==> src/rtl/xlt_pkg.sv <==
package xlt_pkg;
  localparam int ADDR_W       = 32;
  localparam int PAGE_SHIFT   = 12;
  localparam int L1_N         = 64;
  localparam int PPN_W        = 30;
  localparam int REG_AW       = 14;
  localparam int SMALL_WIN_SH = 28;
  localparam int L1_IDX_W     = $clog2(L1_N);
  localparam int REGION_SHIFT = ADDR_W - 1 - L1_IDX_W;
  localparam int L2_IDX_W     = REGION_SHIFT - PAGE_SHIFT;
  localparam int PA_W         = PPN_W + PAGE_SHIFT;

  localparam logic [REG_AW-1:0] L1_BASE_OFF = 14'h2B00;
  localparam logic [REG_AW-1:0] CMD_OFF     = 14'h0100;
  localparam logic [REG_AW-1:0] DEC_OFF     = 14'h014C;
  localparam int EN_BIT       = 8;
  localparam int L1_TYPE_BIT  = 31;
  localparam int L1_VLD_BIT   = 30;
  localparam int L2_VLD_BIT   = 31;
  localparam int L2_CACHE_BIT = 30;

  typedef enum logic [1:0] {W_IDLE, W_ISSUE, W_WAIT, W_RESP} walk_st_e;
  typedef enum logic [1:0] {K_BYPASS, K_FAULT, K_DONE, K_WALK} l1_kind_e;

  typedef struct packed {
    logic            fault;
    logic            cached;
    logic            prio;
    logic [PA_W-1:0] paddr;
  } xlt_res_t;
endpackage

==> src/rtl/xlt_cfg_regs.sv <==
module xlt_cfg_regs
  import xlt_pkg::*;
(
  input  logic                clk_i,
  input  logic                rst_ni,
  input  logic                we_i,
  input  logic [REG_AW-1:0]   addr_i,
  input  logic [31:0]         wdata_i,
  input  logic [L1_IDX_W-1:0] rd_idx_i,
  output logic [31:0]         l1_o,
  output logic                en_o,
  output logic [1:0]          win_o
);
  localparam int L1_SPAN = L1_N * 4;

  logic [31:0]         l1_q [L1_N];
  logic                en_q;
  logic [1:0]          win_q;
  logic                l1_hit;
  logic [L1_IDX_W-1:0] wr_idx;

  // base is aligned to the bank span, so the index is a plain bit slice
  assign l1_hit = we_i && (addr_i[1:0] == 2'b00)
                  && (int'(addr_i) >= int'(L1_BASE_OFF))
                  && (int'(addr_i) < int'(L1_BASE_OFF) + L1_SPAN);
  assign wr_idx = addr_i[L1_IDX_W+1:2];

  always_ff @(posedge clk_i or negedge rst_ni) begin
    if (!rst_ni) begin
      for (int i = 0; i < L1_N; i++) l1_q[i] <= '0;
      en_q  <= 1'b0;
      win_q <= 2'd0;
    end else begin
      if (l1_hit) l1_q[wr_idx] <= wdata_i;
      if (we_i && addr_i == CMD_OFF) en_q  <= wdata_i[EN_BIT];
      if (we_i && addr_i == DEC_OFF) win_q <= wdata_i[1:0];
    end
  end

  assign l1_o  = l1_q[rd_idx_i];
  assign en_o  = en_q;
  assign win_o = win_q;
endmodule

==> src/rtl/xlt_l1_decode.sv <==
module xlt_l1_decode
  import xlt_pkg::*;
(
  input  logic [ADDR_W-1:0]   addr_i,
  input  logic [31:0]         l1_i,
  input  logic                en_i,
  input  logic [1:0]          win_i,
  output logic [L1_IDX_W-1:0] l1_idx_o,
  output l1_kind_e            kind_o,
  output xlt_res_t            res_o,
  output logic [PA_W-1:0]     l2_addr_o
);
  logic                win_ok;
  logic [L2_IDX_W-1:0] l2_idx;

  assign l1_idx_o  = addr_i[ADDR_W-2:REGION_SHIFT];
  assign l2_idx    = addr_i[REGION_SHIFT-1:PAGE_SHIFT];
  assign l2_addr_o = {l1_i[PPN_W-1:0], {PAGE_SHIFT{1'b0}}} + PA_W'({l2_idx, 2'b00});

  always_comb begin
    unique case (win_i)
      2'd0:    win_ok = (addr_i[ADDR_W-1:SMALL_WIN_SH] == '0);
      2'd1,
      2'd3:    win_ok = !addr_i[ADDR_W-1];
      default: win_ok = 1'b0;
    endcase
  end

  always_comb begin
    res_o  = '0;
    kind_o = K_FAULT;
    if (!en_i) begin
      kind_o      = K_BYPASS;
      res_o.paddr = PA_W'(addr_i);
    end else if (!win_ok || !l1_i[L1_VLD_BIT]) begin
      kind_o      = K_FAULT;
      res_o.fault = 1'b1;
    end else if (l1_i[L1_TYPE_BIT]) begin
      kind_o       = K_DONE;
      res_o.paddr  = {l1_i[PPN_W-1:L2_IDX_W], l2_idx, addr_i[PAGE_SHIFT-1:0]};
      res_o.cached = l1_i[1];
      res_o.prio   = l1_i[0];
    end else begin
      kind_o = K_WALK;
    end
  end
endmodule

==> src/rtl/xlt_walk_ctrl.sv <==
module xlt_walk_ctrl
  import xlt_pkg::*;
(
  input  logic                  clk_i,
  input  logic                  rst_ni,
  input  logic                  req_valid_i,
  input  logic [PAGE_SHIFT-1:0] off_i,
  input  l1_kind_e              kind_i,
  input  xlt_res_t              res_i,
  input  logic [PA_W-1:0]       l2_addr_i,
  output logic                  ready_o,
  output logic                  fire_o,
  output logic                  mem_req_o,
  output logic [PA_W-1:0]       mem_addr_o,
  input  logic                  mem_rvalid_i,
  input  logic [31:0]           mem_rdata_i,
  output logic                  resp_valid_o,
  output xlt_res_t              res_o
);
  walk_st_e              state_q;
  xlt_res_t              res_q, l2_res;
  logic [PAGE_SHIFT-1:0] off_q;
  logic [PA_W-1:0]       mem_addr_q;

  assign fire_o = req_valid_i && (state_q == W_IDLE);

  always_comb begin
    l2_res = '0;
    if (mem_rdata_i[L2_VLD_BIT]) begin
      l2_res.paddr  = {mem_rdata_i[PPN_W-1:0], off_q};
      l2_res.cached = mem_rdata_i[L2_CACHE_BIT];
    end else begin
      l2_res.fault = 1'b1;
    end
  end

  always_ff @(posedge clk_i or negedge rst_ni) begin
    if (!rst_ni) begin
      state_q    <= W_IDLE;
      res_q      <= '0;
      off_q      <= '0;
      mem_addr_q <= '0;
    end else begin
      unique case (state_q)
        W_IDLE: if (fire_o) begin
          off_q <= off_i;
          if (kind_i == K_WALK) begin
            mem_addr_q <= l2_addr_i;
            state_q    <= W_ISSUE;
          end else begin
            res_q   <= res_i;
            state_q <= W_RESP;
          end
        end
        W_ISSUE: state_q <= W_WAIT;
        W_WAIT: if (mem_rvalid_i) begin
          res_q   <= l2_res;
          state_q <= W_RESP;
        end
        default: state_q <= W_IDLE;
      endcase
    end
  end

  assign ready_o      = (state_q == W_IDLE);
  assign mem_req_o    = (state_q == W_ISSUE);
  assign mem_addr_o   = mem_addr_q;
  assign resp_valid_o = (state_q == W_RESP);
  assign res_o        = res_q;
endmodule

==> src/rtl/io_xlate_walker.sv <==
module io_xlate_walker
  import xlt_pkg::*;
(
  input  logic              clk_i,
  input  logic              rst_ni,
  input  logic              cfg_we_i,
  input  logic [REG_AW-1:0] cfg_addr_i,
  input  logic [31:0]       cfg_wdata_i,
  input  logic              req_valid_i,
  output logic              req_ready_o,
  input  logic [ADDR_W-1:0] req_addr_i,
  output logic              mem_req_o,
  output logic [PA_W-1:0]   mem_addr_o,
  input  logic              mem_rvalid_i,
  input  logic [31:0]       mem_rdata_i,
  output logic              resp_valid_o,
  output logic              resp_fault_o,
  output logic              resp_cached_o,
  output logic              resp_prio_o,
  output logic [PA_W-1:0]   resp_paddr_o
);
  logic [L1_IDX_W-1:0] l1_idx;
  logic [31:0]         l1_ent;
  logic                xlt_en;
  logic [1:0]          win_sel;
  l1_kind_e            kind;
  xlt_res_t            dec_res, out_res;
  logic [PA_W-1:0]     l2_addr;
  logic                req_fire;

  xlt_cfg_regs u_regs (
    .clk_i, .rst_ni,
    .we_i(cfg_we_i), .addr_i(cfg_addr_i), .wdata_i(cfg_wdata_i),
    .rd_idx_i(l1_idx), .l1_o(l1_ent), .en_o(xlt_en), .win_o(win_sel)
  );

  xlt_l1_decode u_dec (
    .addr_i(req_addr_i), .l1_i(l1_ent), .en_i(xlt_en), .win_i(win_sel),
    .l1_idx_o(l1_idx), .kind_o(kind), .res_o(dec_res), .l2_addr_o(l2_addr)
  );

  xlt_walk_ctrl u_ctrl (
    .clk_i, .rst_ni,
    .req_valid_i, .off_i(req_addr_i[PAGE_SHIFT-1:0]),
    .kind_i(kind), .res_i(dec_res), .l2_addr_i(l2_addr),
    .ready_o(req_ready_o), .fire_o(req_fire),
    .mem_req_o, .mem_addr_o, .mem_rvalid_i, .mem_rdata_i,
    .resp_valid_o, .res_o(out_res)
  );

  assign resp_fault_o  = out_res.fault;
  assign resp_cached_o = out_res.cached;
  assign resp_prio_o   = out_res.prio;
  assign resp_paddr_o  = out_res.paddr;
endmodule

==> config.mk <==
export PLATFORM = sky130hd
export DESIGN_NAME = io_xlate_walker
export DESIGN_NICKNAME = d
export VERILOG_FILES = /design/src/rtl/xlt_pkg.sv /design/src/rtl/xlt_cfg_regs.sv /design/src/rtl/xlt_l1_decode.sv /design/src/rtl/xlt_walk_ctrl.sv /design/src/rtl/io_xlate_walker.sv
export SDC_FILE = /design/constraint.sdc
export NUM_CORES = 2
export LEC_CHECK = 0
export ABC_AREA = 1
export BUFFER_PORTS_ARGS = -buffer_cell sky130_fd_sc_hd__buf_2
export CAP_MARGIN = 20
export CORE_UTILIZATION = 32
export CTS_CLUSTER_DIAMETER = 150
export CTS_CLUSTER_SIZE = 16
export DETAILED_ROUTE_END_ITERATION = 10
export SYNTH_ARGS = -nofsm -noshare
export SYNTH_HDL_FRONTEND = slang
export SYNTH_SLANG_ARGS = --single-unit
==> constraint.sdc <==
create_clock -name clk_i -period 3.44 [get_ports clk_i]
set_input_delay 0.344 -clock clk_i [delete_from_list [all_inputs] [get_ports clk_i]]
set_output_delay 0.344 -clock clk_i [all_outputs]
set_load 0.005 [all_outputs]
======== Word level (Yosys, flattened, before mapping) ========
Index checks and enable logic that the tools add are counted.
word-level totals
  bits in registers ....................... 2152
  input bits .............................. 115
  output and inout bits ................... 90
  word-level logic and storage cells ...... 139
operators by class
  add/sub/neg operators ................... 1
  magnitude comparators ................... 5
  eq/ne operators ......................... 11
  mux-type cells .......................... 26
  bitwise gates (word level) .............. 2
  reduce and logical (&&, ||, !) cells .... 21
operators by type and width
  operator                                                                 count
  2048-bit bitwise mux                                                     1
  32-bit binary-select mux with 6-bit select                               1
  32-bit demux with 6-bit select                                           1
  45-bit 2-to-1 mux                                                        3
  32-bit 2-to-1 mux                                                        3
  45-bit case mux with 2 select lines                                      1
  44-bit 2-to-1 mux                                                        2
  42-bit 2-to-1 mux                                                        2
  42-bit by 15-bit adder with 42-bit output                                1
  14-bit by 9-bit equality test with 1-bit output (second input constant)  2
  14-bit >= comparator (second input constant)                             1
  7-bit >= comparator (second input constant)                              2
  14-bit < comparator (second input constant)                              1
  6-bit inverter with 7-bit output                                         2
  2-bit 2-to-1 mux                                                         5
  2-bit equality test (second input constant)                              4
  1-bit logical AND                                                        7
  7-bit by 1-bit < comparator with 1-bit output (second input constant)    1
  2-bit logical NOT                                                        3
  2-bit case mux with 3 select lines                                       1
  2-bit by 1-bit equality test with 1-bit output (second input constant)   2
  4-bit logical NOT                                                        1
  1-bit 2-to-1 mux                                                         4
  2-bit inequality test (second input constant)                            2
  other kinds (10)                                                         13

======== Depth between registers and ports, before layout ========
  depth in word-level cells ............... 12
  depth in mapped cells ................... 28
  mapped depth without buffers ............ 22

======== By module ========
From an unflattened synthesis, not the netlist that was laid out.
unflattened totals
  cells, all modules ...................... 12439
  area total of the unflattened synthesis .. 98216.7 µm²
modules (own cells, without submodules)
  module         times used  cells an instance  area each (µm²)  seq. area each (µm²)
  xlt_cfg_regs   1           11510              91958.2          51324.2
  xlt_walk_ctrl  1           606                4739.5           2527.4
  xlt_l1_decode  1           323                1519.0           0.0

======== Least setup slack after synthesis ========
No wires, ideal clock.
  path kind ............................... input port to flip-flop
  from .................................... in req_addr_i[25]
  to ...................................... reg u_ctrl.mem_addr_q[23] (netlist: u_ctrl.mem_addr_o[23])
  library setup time ...................... 0.127 ns
  arrival time ............................ 3.522 ns
  required time ........................... 3.313 ns
  setup slack ............................. -0.208 ns
  stages .................................. 24
  path buffers ............................ 8
  cell sequence ........................... buf_6 buf_6 buf_6 buf_6 buf_4 buf_4 buf_2 buf_2 nor2_1 o22ai_1 o21ai_0 o32ai_1 o21ai_0 o21ai_1 ha_1 nand3_1 and2_0 inv_1 nand3_1 nor2_1 nand2_1 nor2_4 xor2_1 o21ai_1
on the way
  longest elaborated chain between the ends .. 10
  elaborated cells between the ends (all ways) .. 12
  classes of those cells .................. add/sub (1); eq/ne (1); mux (6); bitwise (1); reduce/logical (3)
RTL lines
  what                                                                               line                   source
  start: declaration                                                                 io_xlate_walker.sv:11  input logic [ADDR_W-1:0] req_addr_i,
  6-bit inverter with 7-bit output (not written as such) *                           xlt_cfg_regs.sv:40     assign l1_o = l1_q[rd_idx_i];
  32-bit binary-select mux with 6-bit select *                                       xlt_cfg_regs.sv:40
  32-bit 2-to-1 mux (not written as such) * (2 in series)                            xlt_cfg_regs.sv:40
  branches (longest 6 deep; another with 42-bit by 15-bit adder with 42-bit output)  n/a
  end signal: assignment                                                             xlt_walk_ctrl.sv:48    mem_addr_q <= l2_addr_i;
  end: declaration                                                                   xlt_walk_ctrl.sv:23    logic [PA_W-1:0] mem_addr_q;
Every way passes the cells marked *. The select of a mux whose other input is x is not followed.
A chain may end at the register's enable or synchronous reset.

======== Final worst setup path ========
  from .................................... reg u_regs.l1_q[191] (netlist bit)
  to ...................................... reg u_ctrl.res_q (netlist bit u_ctrl.res_o[22])
on the way
  longest elaborated chain between the ends .. 9
  elaborated cells between the ends (all ways) .. 15
  classes of those cells .................. eq/ne (2); mux (12); reduce/logical (1)
RTL lines
  what                                                                                  line                 source
  start: declaration                                                                    xlt_cfg_regs.sv:16   logic [31:0] l1_q [L1_N];
  start signal: indexed assignment                                                      xlt_cfg_regs.sv:34   if (l1_hit) l1_q[wr_idx] <= wdata_i;
  32-bit binary-select mux with 6-bit select *                                          xlt_cfg_regs.sv:40
  32-bit 2-to-1 mux (not written as such) * (2 in series)                               xlt_cfg_regs.sv:40
  1-bit 2-to-1 mux or 44-bit 2-to-1 mux (tied branches)                                 xlt_l1_decode.sv:38  end else if (l1_i[L1_TYPE_BIT]) begin
  2-bit 2-to-1 mux or 44-bit 2-to-1 mux (tied branches)                                 xlt_l1_decode.sv:35  end else if (!win_ok || !l1_i[L1_VLD_BIT]) begin
  2-bit 2-to-1 mux or 42-bit 2-to-1 mux (tied branches)                                 xlt_l1_decode.sv:32  if (!en_i) begin
  2-bit equality test or 45-bit 2-to-1 mux (tied branches)                              xlt_walk_ctrl.sv:47  if (kind_i == K_WALK) begin
  2-bit inequality test (no line) or 45-bit 2-to-1 mux (tied branches)                  n/a
  4-bit AND reduction (no line) or 45-bit case mux with 2 select lines (tied branches)  n/a
  end signal: assignment                                                                xlt_walk_ctrl.sv:51  res_q <= res_i;
  end signal: assignment                                                                xlt_walk_ctrl.sv:57  res_q <= l2_res;
  end: declaration                                                                      xlt_walk_ctrl.sv:21  xlt_res_t res_q, l2_res;
Mark *: on every way between the ends. The rest lies on a longest branch, timed or not. The select of a mux whose other input is x is not followed.

==> results.toml <==
[yosys]
syn_area_mm2 = 0.0991
ys_warn_count = 0
synth_compound_area_frac = 0.131
synth-simple-area-share = 0.263
syn_inst = 12400
yosys.area.top_type = "dfrtp_1"
synthAdderAreaFrac = 0.00121
synth_xor_area_frac = 0.000884
ys_seq_elements = 2150
synthDistinctLibCells = 47
synth_top_family_by_area = "simple AND/OR/NAND/NOR gates"
synth_top_area_frac = 0.543
avgSynthCellArea_um2 = 7.98
synthMuxAreaShare = 0.00147
ys_seq_area_frac = 0.543
ys_top_cells_by_area = "dfrtp_1, nand2_1, o21ai_0"

[route]
finalWirelength_um = 345000
drt_iter0_markers = 10700
vias = 86300
wl_per_cell_um = 20.9
drtAntennaViolNets = 0
drc = 0
dr.pass1.iters = 6
viasPerCell = 5.23

[setup_path]
crit_chain = "o21ai_0 -> o22ai_1 -> o21ai_0 -> o21ai_1 -> buf_4 -> nand2_1 -> nand2_1 -> nand2_1 -> buf_4 -> nand2_2 -> buf_12 -> nand2_1 -> o21ai_0 -> dlygate4sd3_1 -> nand2_1 -> nand2_1"
arrival_ns = 4.02
worst_setup_path_end_kind = "flop"
critPathMostFrequentCell = "nand2_1"
critPathMaxFanout = 15
max_stage_delay_ns = 0.59
path_class = "reg2reg"
slowest_stage = "dlygate4sd3_1"
path_buf_inv = 4
cp_top_family = "buffers and inverters"
required_ns = 4.21
start_kind = "flop"
regToRegSetupSlack_ns = 0.19

[floorplanning]
row_count = 203
start_util = 0.323
die_area_mm2 = 0.312
coreArea_mm2 = 0.307
die_y_um = 558
num_io_pins = 205
fp.dieW_um = 558

[grt]
grt_max_degree = 120
grt-ovfl-total = 0
antenna_found_initial = 25
grt_pass1_vias = 80400
grt.total_usage = 0.219
grt_pass1_wl_um = 524000

[clock_network]
clock_latency_ns = 0.88
clk_pin_slew_ns = 0.08
htreeDepth = 4
cts_tree = "yes"
clockBufferDepth = 4
clock_sinks = 2150
clockRootBuffer = "clkbuf_16"
numCtsBuffers = 160

[placement]
port_buffers = 202
gp_congestion = 0.890
dp_hpwl_um = 211000
dp.cells = 16200
dp_slack_ns = -0.497

[sta]
finalHoldViolations = 0
max_freq_mhz = 307
worstMarginPinSlew_ns = 1.17
whs_ns = 0.00929
slew_viol_final = 0
period_minus_slack_ns = 3.25
setup_slack_ns = 0.186
clock_skew_ns = 0.0556
max-slew-margin-rel = 0.219
setup_viol = 0
fin_crit_sh = 0.946

[layout]
layout.cells.non_filler = 16500
layout_common_cells = "nand2_1, o21ai_0, dfrtp_1, nand3_1, nor2_1"
fill_cells = 31900
drive_gt1_frac = 0.0901
final_common_cell = "nand2_1"
area_growth_pct = 12.8
final_nets = 12500

[pwr]
ir_drop_mv = 0.353
leakage_nw = 50.5
p_per_area_mw_per_mm2 = 443

[min_path]
hold_path_class = "in2async"

[job]
max-cap-violations = 0

[outcome]
run_status = "finished clean"
==> metal layers <==
layer  wire (um)  track usage
met5          47            0
met3       25800       0.0346
met4       12200       0.0732
met2      153000        0.338
met1      154000        0.311
==> worst reg2reg max path, cell delays in order (launching register included) <==
cell and delay, ns:
dfrtp_1 0.39, o21ai_0 0.25, o22ai_1 0.12, o21ai_0 0.22, o21ai_1 0.10, buf_4 0.15, nand2_1 0.14, nand2_1 0.21
nand2_1 0.27, buf_4 0.16, nand2_2 0.09, buf_12 0.19, nand2_1 0.06, o21ai_0 0.09, dlygate4sd3_1 0.59, nand2_1 0.07
nand2_1 0.05
==> final timing paths <==
path | from | end | cells past startpoint
setup / recovery | u_regs.l1_q[191]$_DFFE_PN0P_ | u_ctrl.res_o[22]$_DFFE_PN0P_ | 16
hold / removal | rst_ni | u_regs.l1_q[504]$_DFFE_PN0P_ | 2
setup reg to reg | u_regs.l1_q[191]$_DFFE_PN0P_ | u_ctrl.res_o[22]$_DFFE_PN0P_ | 16
hold reg to reg | u_ctrl.mem_addr_o[11]$_DFFE_PN0P_ | u_ctrl.mem_addr_o[11]$_DFFE_PN0P_ | 2
max in group asynchronous | rst_ni | u_regs.l1_q[1937]$_DFFE_PN0P_ | 4
min in group clk_i | cfg_wdata_i[23] | u_regs.l1_q[311]$_DFFE_PN0P_ | 3
==> state kept, by name (all words and copies together), names as in the netlist <==
signal / cells
u_regs.en_o: 1
u_ctrl.state_q: 2
u_regs.win_o: 2
u_ctrl.off_q: 12
u_ctrl.res_o: 45
u_regs.l1_q: 2048
u_ctrl.mem_addr_o: 40
==> through the flow <==
| step | util | instance area [um^2] | total power, mW | TNS, ns |
|---|---|---|---|---|
| after detailed placement | 0.348 | 107000 | 32.3 | -17.18 |
| after global placement | 0.348 | 107000 | 32.3 | -14.24 |
| final | 0.364 | 112000 | 49.5 | 0 |
| after global routing | 0.364 | 112000 | 51.2 | -0.251 |
| after floorplan | - | 99200 | 29.2 | 0 |
| after CTS | 0.364 | 112000 | 49.8 | 0 |
==> cells in the mapped netlist (all sizes together) <==
cell	instances
o21ba	1
or2	2
nand3b	1
nand2	4479
inv	163
nor2	550
mux2i	1
xor2	7
fa	1
o221ai	5
o21ai	2386
a32o	7
mux2	12
dfrtp	2150
nand4	12
conb	1
clkbuf	629
o21bai	8
buf	428
a21oi	30
o211ai	6
o32ai	1
ha	8
xnor2	3
nand3	1384
o22ai	94
nor3	5
clkinv	30
nor4	2
o21a	1
nor4b	1
and2	1
==> area by class of cell <==
type | count | area, um^2 | area share
sequential | 2150 | 53800 | 0.481
clock inverter | 8 | 88.8 | 0.000795
tap | 4100 | 5130 | 0.0459
timing repair buffer | 861 | 8310 | 0.0744
clock buffer | 162 | 4050 | 0.0363
antenna | 12 | 30.0 | 0.000269
multi-input combinational | 9011 | 39600 | 0.354
inverter | 193 | 781 | 0.00698
==> where the power goes <==
| group | internal, mW | switching, mW |
|---|---|---|
| Sequential | 25.6 | 0.258 |
| Combinational | 1.89 | 4.13 |
| Clock | 8.39 | 9.17 |
| Total | 35.9 | 13.6 |
==> cells by family (layout without fill, tap and decap cells) <==
family,after synthesis,count (layout)
DFF,2150,2150
other,1,14
adders and majority gates,9,9
buffers and inverters,1250,1224
muxes,13,13
and+or+nand+nor,6437,6438
xor gates and xnor gates,10,10
AOI/OAI and AO/OA,2539,2539
==> timing repair <==
item                                   4_1_cts  5_1_grt
buffers inserted                             0        0
gates cloned                                 0        1
setup endpoints to repair                    5       18
endpoints found under the hold margin     1182        0
gates resized for setup                      1        6
hold buffers                                70        0
pin swaps                                    0        1
(Power assumes the default switching activity.)
